--- config.mk ---
export PLATFORM = sky130hd
export DESIGN_NAME = cvt_arbiter
export DESIGN_NICKNAME = d
export VERILOG_FILES = /design/src/rtl/cva_pkg.sv /design/src/rtl/cva_prio_pick.sv /design/src/rtl/cva_rr_pick.sv /design/src/rtl/cva_result_tag.sv /design/src/rtl/cvt_arbiter.sv
export SDC_FILE = /design/constraint.sdc
export NUM_CORES = 1
export LEC_CHECK = 0
export ABC_AREA = 0
export BUFFER_PORTS_ARGS = -buffer_cell sky130_fd_sc_hd__buf_2
export CAP_MARGIN = 20
export CORE_MARGIN = 4
export CORE_UTILIZATION = 35
export CTS_CLUSTER_DIAMETER = 50
export DETAILED_ROUTE_END_ITERATION = 6
export GPL_TIMING_DRIVEN = 1
export REMOVE_ABC_BUFFERS = 1
export SYNTH_ARGS = -nofsm -noshare
export SYNTH_HDL_FRONTEND = slang
export SYNTH_HIERARCHICAL = 1
export SYNTH_SLANG_ARGS = --single-unit
--- constraint.sdc ---
create_clock -name clk -period 6.54 [get_ports clk]
set_clock_uncertainty 0.2 [all_clocks]
set_input_delay 0.327 -clock clk [delete_from_list [all_inputs] [get_ports clk]]
set_output_delay 0.327 -clock clk [all_outputs]
set_load 0.1 [all_outputs]
--- src/rtl/cva_pkg.sv ---
package cva_pkg;
  localparam int PRIO_W = 2;

  typedef enum logic [1:0] {
    MODE_PINNED = 2'd0,
    MODE_RANKED = 2'd1,
    MODE_ROTATE = 2'd2,
    MODE_RSVD   = 2'd3
  } arb_mode_e;
endpackage

--- src/rtl/cva_prio_pick.sv ---
module cva_prio_pick import cva_pkg::*; #(
  parameter int NREQ = 3
) (
  input  logic [NREQ-1:0]        cand_i,
  input  logic [NREQ*PRIO_W-1:0] prio_i,
  output logic [NREQ-1:0]        win_o
);
  logic              found;
  logic [PRIO_W-1:0] best;

  // Strict compare keeps the lower index on equal priority.
  always_comb begin
    win_o = '0;
    found = 1'b0;
    best  = '0;
    for (int i = 0; i < NREQ; i++) begin
      if (cand_i[i] && (!found || prio_i[i*PRIO_W +: PRIO_W] > best)) begin
        win_o    = '0;
        win_o[i] = 1'b1;
        found    = 1'b1;
        best     = prio_i[i*PRIO_W +: PRIO_W];
      end
    end
  end
endmodule

--- src/rtl/cva_rr_pick.sv ---
module cva_rr_pick #(
  parameter int NREQ = 3,
  parameter int IW   = 2
) (
  input  logic [NREQ-1:0] req_i,
  input  logic [IW-1:0]   last_i,
  output logic [NREQ-1:0] win_o
);
  logic found;

  always_comb begin
    win_o = '0;
    found = 1'b0;
    for (int k = 1; k <= NREQ; k++) begin
      int idx;
      idx = (int'(last_i) + k) % NREQ;
      if (!found && req_i[idx]) begin
        win_o[idx] = 1'b1;
        found      = 1'b1;
      end
    end
  end
endmodule

--- src/rtl/cva_result_tag.sv ---
module cva_result_tag #(
  parameter int NREQ = 3,
  parameter int DW   = 12,
  parameter int CW   = 4
) (
  input  logic               clk,
  input  logic               rst_n,
  input  logic               fire_i,
  input  logic [NREQ-1:0]    req_i,
  input  logic [NREQ-1:0]    grant_i,
  input  logic [DW-1:0]      data_i,
  input  logic [CW-1:0]      chan_i,
  output logic [NREQ-1:0]    valid_o,
  output logic [DW-1:0]      data_o,
  output logic [NREQ*CW-1:0] chan_o
);
  localparam logic [CW-1:0] DENIED = '1;

  logic [NREQ-1:0]    valid_d;
  logic [DW-1:0]      data_d;
  logic [NREQ*CW-1:0] chan_d;

  always_comb begin
    valid_d = '0;
    data_d  = data_o;
    chan_d  = chan_o;
    if (fire_i) begin
      valid_d = grant_i | req_i;
      data_d  = data_i;
    end
  end

  for (genvar g = 0; g < NREQ; g++) begin : g_tag
    always_ff @(posedge clk or negedge rst_n) begin
      if (!rst_n) begin
        chan_o[g*CW +: CW] <= '0;
      end else if (fire_i) begin
        chan_o[g*CW +: CW] <= grant_i[g] ? chan_i : DENIED;
      end
    end
  end

  always_ff @(posedge clk or negedge rst_n) begin
    if (!rst_n) begin
      valid_o <= '0;
      data_o  <= '0;
    end else begin
      valid_o <= valid_d;
      if (fire_i) data_o <= data_d;
    end
  end

  logic unused_chan;
  assign unused_chan = ^chan_d;
endmodule

--- src/rtl/cvt_arbiter.sv ---
module cvt_arbiter import cva_pkg::*; #(
  parameter int NREQ  = 3,
  parameter int DW    = 12,
  parameter int NCHAN = 10,
  parameter int CW    = $clog2(NCHAN + 1),
  parameter int IW    = (NREQ > 1) ? $clog2(NREQ) : 1,
  parameter logic [NREQ*PRIO_W-1:0] PRIO_RST = 6'b10_00_01,
  parameter logic [1:0] MODE_RST = 2'd1
) (
  input  logic                     clk,
  input  logic                     rst_n,
  input  logic [NREQ-1:0]          req_i,
  input  logic                     done_i,
  input  logic                     cfg_load_i,
  input  logic [1:0]               cfg_mode_i,
  input  logic [NREQ*PRIO_W-1:0]   cfg_prio_i,
  input  logic [DW-1:0]            cvt_data_i,
  input  logic [CW-1:0]            cvt_chan_i,
  output logic [NREQ-1:0]          grant_o,
  output logic                     busy_o,
  output logic [IW-1:0]            owner_o,
  output logic [NREQ-1:0]          rslt_valid_o,
  output logic [DW-1:0]            rslt_data_o,
  output logic [NREQ*CW-1:0]       rslt_chan_o
);
  function automatic logic [IW-1:0] oh2idx(input logic [NREQ-1:0] oh);
    logic [IW-1:0] r;
    r = '0;
    for (int i = 0; i < NREQ; i++) if (oh[i]) r = IW'(i);
    return r;
  endfunction

  arb_mode_e               mode_q, mode_d;
  logic [NREQ*PRIO_W-1:0]  prio_q, prio_d;
  logic [NREQ-1:0]         grant_q, grant_d;
  logic [IW-1:0]           last_q, last_d;
  logic [NREQ-1:0]         ranked_win, pinned_top, rotate_win, pick;
  logic                    rearb;
  logic                    busy;

  cva_prio_pick #(.NREQ(NREQ)) u_ranked (
    .cand_i(req_i), .prio_i(prio_q), .win_o(ranked_win));

  cva_prio_pick #(.NREQ(NREQ)) u_pinned (
    .cand_i({NREQ{1'b1}}), .prio_i(prio_q), .win_o(pinned_top));

  cva_rr_pick #(.NREQ(NREQ), .IW(IW)) u_rotate (
    .req_i(req_i), .last_i(last_q), .win_o(rotate_win));

  // Configuration next state
  always_comb begin
    mode_d = mode_q;
    prio_d = prio_q;
    if (cfg_load_i) begin
      mode_d = arb_mode_e'(cfg_mode_i);
      prio_d = cfg_prio_i;
    end
  end

  // Policy select and grant next state
  always_comb begin
    unique case (mode_q)
      MODE_PINNED: pick = pinned_top & req_i;
      MODE_ROTATE: pick = rotate_win;
      default:     pick = ranked_win;
    endcase
    busy    = |grant_q;
    rearb   = !busy || done_i;
    grant_d = rearb ? pick : grant_q;
    last_d  = last_q;
    if (rearb && |pick) last_d = oh2idx(pick);
  end

  always_ff @(posedge clk or negedge rst_n) begin
    if (!rst_n) begin
      mode_q <= arb_mode_e'(MODE_RST);
      prio_q <= PRIO_RST;
    end else if (cfg_load_i) begin
      mode_q <= mode_d;
      prio_q <= prio_d;
    end
  end

  always_ff @(posedge clk or negedge rst_n) begin
    if (!rst_n) begin
      grant_q <= '0;
      last_q  <= IW'(NREQ - 1);
    end else if (rearb) begin
      grant_q <= grant_d;
      last_q  <= last_d;
    end
  end

  cva_result_tag #(.NREQ(NREQ), .DW(DW), .CW(CW)) u_tag (
    .clk(clk), .rst_n(rst_n), .fire_i(done_i && busy),
    .req_i(req_i), .grant_i(grant_q),
    .data_i(cvt_data_i), .chan_i(cvt_chan_i),
    .valid_o(rslt_valid_o), .data_o(rslt_data_o), .chan_o(rslt_chan_o));

  assign grant_o = grant_q;
  assign busy_o  = busy;
  assign owner_o = oh2idx(grant_q);
endmodule

Yosys cells after proc, flatten, opt, wreduce, memory -nomap -nowiden

Index checks and enable logic that the tools add are counted.

Equal/unequal tests: 1
Div/mod/pow operators: 3
Order comparisons: 10
Bitwise gates (word level): 4
Reductions and logical operators: 21
$add $sub $neg: 3
Muxes and demuxes: 39

Operator list:

| kind                  | number |
|---|---|
| $ge 32x1->1 const B   | 3 |
| $lt 32x4->1 const B   | 3 |
| $mod 32x3->32 const B | 3 |
| $mux 3                | 7 |
| $mux 1                | 16 |
| $mux 2                | 6 |
| $mux 4                | 3 |
| $logic_and 1x1->1     | 9 |
| $or 3x3->3            | 3 |
| $gt 2x2->1            | 4 |
| $add 2x2->3 const B   | 2 |
| $bmux 1 s2            | 3 |
| $demux 1 s2           | 3 |
| $pmux 3 s2            | 1 |
| $reduce_or 3->1       | 2 |
| $logic_not 1->1       | 5 |
| $add 2x1->3 const B   | 1 |
| $and 3x3->3           | 1 |
| $logic_or 1x1->1      | 3 |
| $eq 2x2->1 const B    | 1 |
| $logic_not 2->1       | 1 |
| $reduce_and 2->1      | 1 |

Input bits: 31
Output and inout bits: 33
Logic and storage cells: 90
Bits in registers: 40

Logic depth before layout (Yosys ltp)

Depth after elaboration: 16
Depth in mapped cells: 14
Gate-level depth less buffers: 14

Cells and area by module

The synthesis kept the hierarchy.

By module, submodules not included:

| module         | times used | cells each | sequential area each (µm²) | area each (µm²) |
|---|---|---|---|---|
| cva_result_tag | 1          | 69         | 675.6                      | 1,028.5 |
| cvt_arbiter    | 1          | 52         | 330.3                      | 630.6 |
| cva_prio_pick  | 2          | 25         | 0.0                        | 175.2 |
| cva_rr_pick    | 1          | 40         | 0.0                        | 279.0 |

Least setup slack after synthesis

OpenSTA, ideal clock, no wires.

Path kind: register to output
Start: register grant_q[1], in the netlist grant_o[1]
End: output port owner_o[0]
Required time: 6,013 ps
Cell stages (with the launch flop): 3
Buffers on the path: 0
Data arrival time: 2,414 ps
Path slack: 3,599 ps
Path through: dfrtp_1 inv_1 nor2_1

Cells in the longest elaborated chain, start to end: 2

RTL lines:

| element                  | RTL line          | text |
|---|---|---|
| start: declaration       | cvt_arbiter.sv:35 | `logic [NREQ-1:0] grant_q, grant_d;` |
| start signal: assignment | cvt_arbiter.sv:89 | `grant_q <= grant_d;` |
| $mux 1                   | cvt_arbiter.sv:29 | `for (int i = 0; i < NREQ; i++) if (oh[i]) r = IW'(i);` |
| $mux 2                   | cvt_arbiter.sv:29 |  |
| end: declaration         | cvt_arbiter.sv:21 | `output logic [IW-1:0] owner_o,` |

No other way between the ends.

Worst setup path in the final report

Start: register prio_q[1]
End: register last_q[0]

Elaborated cells on any way between the ends: 24
Those cells by class: order compare (4); mux (11); bitwise (1); reduce/logical (8)

RTL lines:

| element                        | RTL line            | text |
|---|---|---|
| start: declaration             | cvt_arbiter.sv:34   | `logic [NREQ*PRIO_W-1:0] prio_q, prio_d;` |
| start signal: assignment       | cvt_arbiter.sv:80   | `prio_q <= prio_d;` |
| $gt 2x2->1                     | cva_prio_pick.sv:17 | `if (cand_i[i] && (!found \|\| prio_i[i*PRIO_W +: PRIO_W] > best)) begin` |
| $mux 2                         | cva_prio_pick.sv:17 |  |
| $gt 2x2->1                     | cva_prio_pick.sv:17 |  |
| $mux 3 (*)                     | cva_prio_pick.sv:17 |  |
| named net pinned_top[0]        | cvt_arbiter.sv:37   | `logic [NREQ-1:0] ranked_win, pinned_top, rotate_win, pick;` |
| $and 3x3->3 (*)                | cvt_arbiter.sv:63   | `MODE_PINNED: pick = pinned_top & req_i;` |
| $pmux 3 s2 (*)                 | cvt_arbiter.sv:62   | `unique case (mode_q)` |
| $reduce_or 3->1 (*)            | cvt_arbiter.sv:71   | `if (rearb && \|pick) last_d = oh2idx(pick);` |
| $logic_and 1x1->1 (*)          | cvt_arbiter.sv:71   |  |
| $reduce_and 2->1 (no line) (*) | -                   |  |
| end signal: assignment         | cvt_arbiter.sv:87   | `last_q <= IW'(NREQ - 1);` |
| end signal: assignment         | cvt_arbiter.sv:90   | `last_q <= last_d;` |
| end: declaration               | cvt_arbiter.sv:36   | `logic [IW-1:0] last_q, last_d;` |

The timed path passes the listed nets; every way through them passes the cells marked *.
A chain may end at the register's enable or synchronous reset.

==> reports/results.ini <==
[yosys]
synth_top_area_frac=0.3937
async_reset_ff_frac=1.000
synth_top_area_cell=dfrtp_1
ys_seq_area_frac=0.4396
syn_avg_cell_area_sq_um=10.85
ys_warn_count=6
syn_inst=211
synth_area_sq_um=2288
yosysUniqueCellTypes=44
synth.top_cells.by_area=dfrtp_1, mux2_2, ha_1
synthFlopType=dfrtp_1
synth_seq_cells=40
synth_edf_count=0

[timing]
maxSlewHeadroom=0.4058
fmax_mhz=318.2
fin_crit_sh=0.4806
hold_violations=0
worstMarginPinSlew_ns=0.8913
fin_hold_ws_ns=0.04284
min_period_ns=3.143
setup_viol=0
setup_tns_ns=0
slew_viol_final=0
fin_ws_ns=3.397
grt_setup_unrepaired=no

[cells_and_area]
diodes=0
fin_nets=328
syn_to_final_growth_pct=21.98
instances_no_fill=363
layout-drive-gt1-share=0.4056

[route]
num_vias=1770
drt-total-wl_microns=4992
drtIter0Drc=120
wire_per_inst_microns=13.75
via_per_inst=4.876
firstDrtPassIters=4
detail-route-antenna-nets=0
drc=0

[worst_setup_path]
critPathMaxFanout=3
critPathLaunchType=flop
crit_type=reg2reg
path_cells=and2_2 -> inv_1 -> ha_1 -> nor2b_1 -> o31a_1 -> a32oi_1 -> ha_1 -> nor2b_1 -> o211ai_1 -> and3_2 -> nand3b_1 -> a21oi_4 -> o21ai_0 -> o2bb2ai_1
rr_endpoint=last_q[0]
max_stage_delay_ns=0.40
rrSetupSlack_ns=3.40
worstPathArrival_ns=3.13
worst_ep_required_time_ns=6.53
crit_slowest_cell=dfrtp_1
rr_startpoint=prio_q[1]
rr_worst_depth=14
endpoint_kind=flop

[clocking]
cts_resized=0
clk_pin_slew_ns=0.09
h-tree-depth=2
worstSkewPairLatency_ns=0.30
numCtsBuffers=5
cts_tree=built
cts_sinks=40
clockRootBuffer=clkbuf_8
clk_path_buf_depth=2

[grt]
grt_max_degree=41
grt_first_pass_wirelength_microns=7969
antenna_found_initial=0
gr-total-overflow=0
grt_use_met1=0.1651
grt.busiest_layer=met2
grt_use_met2=0.2112
grtUsageTotal=0.1300
first_global_vias=1706
met3_usage=0.04004

[run]
max_cap_viol_count=0

[placed_design]
gp_congestion=0.7834
placed_cells=354
dp_slack_ns=3.216
hpwl_microns=3698
port_buffers=63

[die]
dieArea_sq_um=7896
die_w_microns=88.86
core.rowCount=29
initial_core_util=0.3604
core-area_sq_um=6350
boundaryPins=64
die_y_microns=88.86

[run_status]
status=completed

[hold_path]
hold_path_end=grant_o[1]
whs_path_depth=2
worstHoldStart=done_i
hp-class=in2reg

-- through the flow --
| step | utilization | instance area, sq um |
|---|---|---|
| 3_5_place_dp | 0.4199 | 2666 |
| 5_1_grt | 0.4396 | 2791 |
| 6_report | 0.4396 | 2791 |
| 4_1_cts | 0.4396 | 2791 |
| 2_1_floorplan | - | 2245 |
| 3_3_place_gp | 0.4199 | 2666 |
-- critical path: cells and delay by family, from the launching register on --
family	cells	cell delay, ns
flip-flops	1	0.40
AND/OR/NAND/NOR	5	0.77
adder cells (fa/ha/maj)	2	0.51
AO/OA/AOI/OAI	6	1.09
buffers and inverters	1	0.06
-- metal layers --
metal | wire, microns | part of all wire | vias up
li1 | - | - | 883
met1 | 2245 | 0.45 | 822
met2 | 2241 | 0.45 | 60
met3 | 455 | 0.091 | 5
met4 | 49 | 0.0098 | 0
met5 | 0 | 0 | -
-- logic make-up (layout without fill, tap and decap cells) --
group,count (synthesis),in the layout,share of synthesized area
AO/OA/AOI/OAI,53,53,0.1783
adder cells (fa/ha/maj),12,12,0.06561
buffers and inverters,28,91,0.06834
flip-flops,40,40,0.4396
multiplexers,22,22,0.1170
other,1,13,0.001639
AND/OR/NAND/NOR,55,55,0.1296
-- sequential cells by signal, indices dropped and copies added (netlist names) --
| signal | cells |
|---|---|
| u_tag/data_o | 12 |
| u_tag/valid_o | 3 |
| prio_q | 6 |
| mode_q | 2 |
| last_q | 2 |
| u_tag/chan_o | 12 |
| grant_o | 3 |
-- synthesized netlist by cell type, types with 3 or more instances --
library cell  count
ha_1             12
buf_4             4
mux2_4            6
nand2_1          16
nor2b_1           8
a31oi_1           6
mux2_2           14
and2_2            4
dfrtp_1          36
nand3b_1          5
a22o_1            3
buf_6             3
and3_2            4
a21oi_1           6
dfstp_2           4
o22ai_1           5
o22a_1            7
o21ai_0           3
nor2_1           11
o21a_1            3
o211ai_1          4
inv_1            16
-- how the worst max path moves through the flow --
stage                           from  cells after the start  slack (ns)         endpoint
final                      prio_q[1]                     14        3.40        last_q[0]
after global routing       prio_q[1]                     14        3.11        last_q[0]
after CTS                  prio_q[1]                     14        3.38        last_q[0]
after detailed placement    req_i[0]                     15        3.22        last_q[0]
after global placement      req_i[0]                     15        3.27        last_q[0]
after floorplan           grant_o[2]                      3        2.60  u_tag/data_o[0]
-- layout make-up --
type                            instances  area [sq um]
Inverter                               18         67.56
Multi-Input combinational cell        155          1174
Clock buffer                            5         68.82
Sequential cell                        40          1006
Clock inverter                          3         46.29
Fill cell                             635          3558
Tap cell                               77         96.34
Timing Repair Buffer                   65         332.8
-- cells in the final DEF, fill, tap and decap left out, types with 3 or more instances in the layout --
cell type	count
a31oi_1	6
nand2_1	16
o21a_1	3
nor2b_1	8
and3_2	4
mux2_4	6
clkbuf_8	5
a21oi_1	6
and2_2	4
mux2_2	14
o22ai_1	5
dfrtp_1	36
o211ai_1	4
nand3b_1	5
dfstp_2	4
a22o_1	3
inv_1	16
o22a_1	7
buf_2	63
conb_1	13
nor2_1	10
ha_1	12
o21ai_0	3
-- what timing repair did --
item                      CTS  global route
hold endpoints to repair   36             0
setup buffers               0             0
hold buffers                1             0
Power is not shown: default switching activity piles up to over one toggle a cycle in this logic, so the estimate is an artifact.
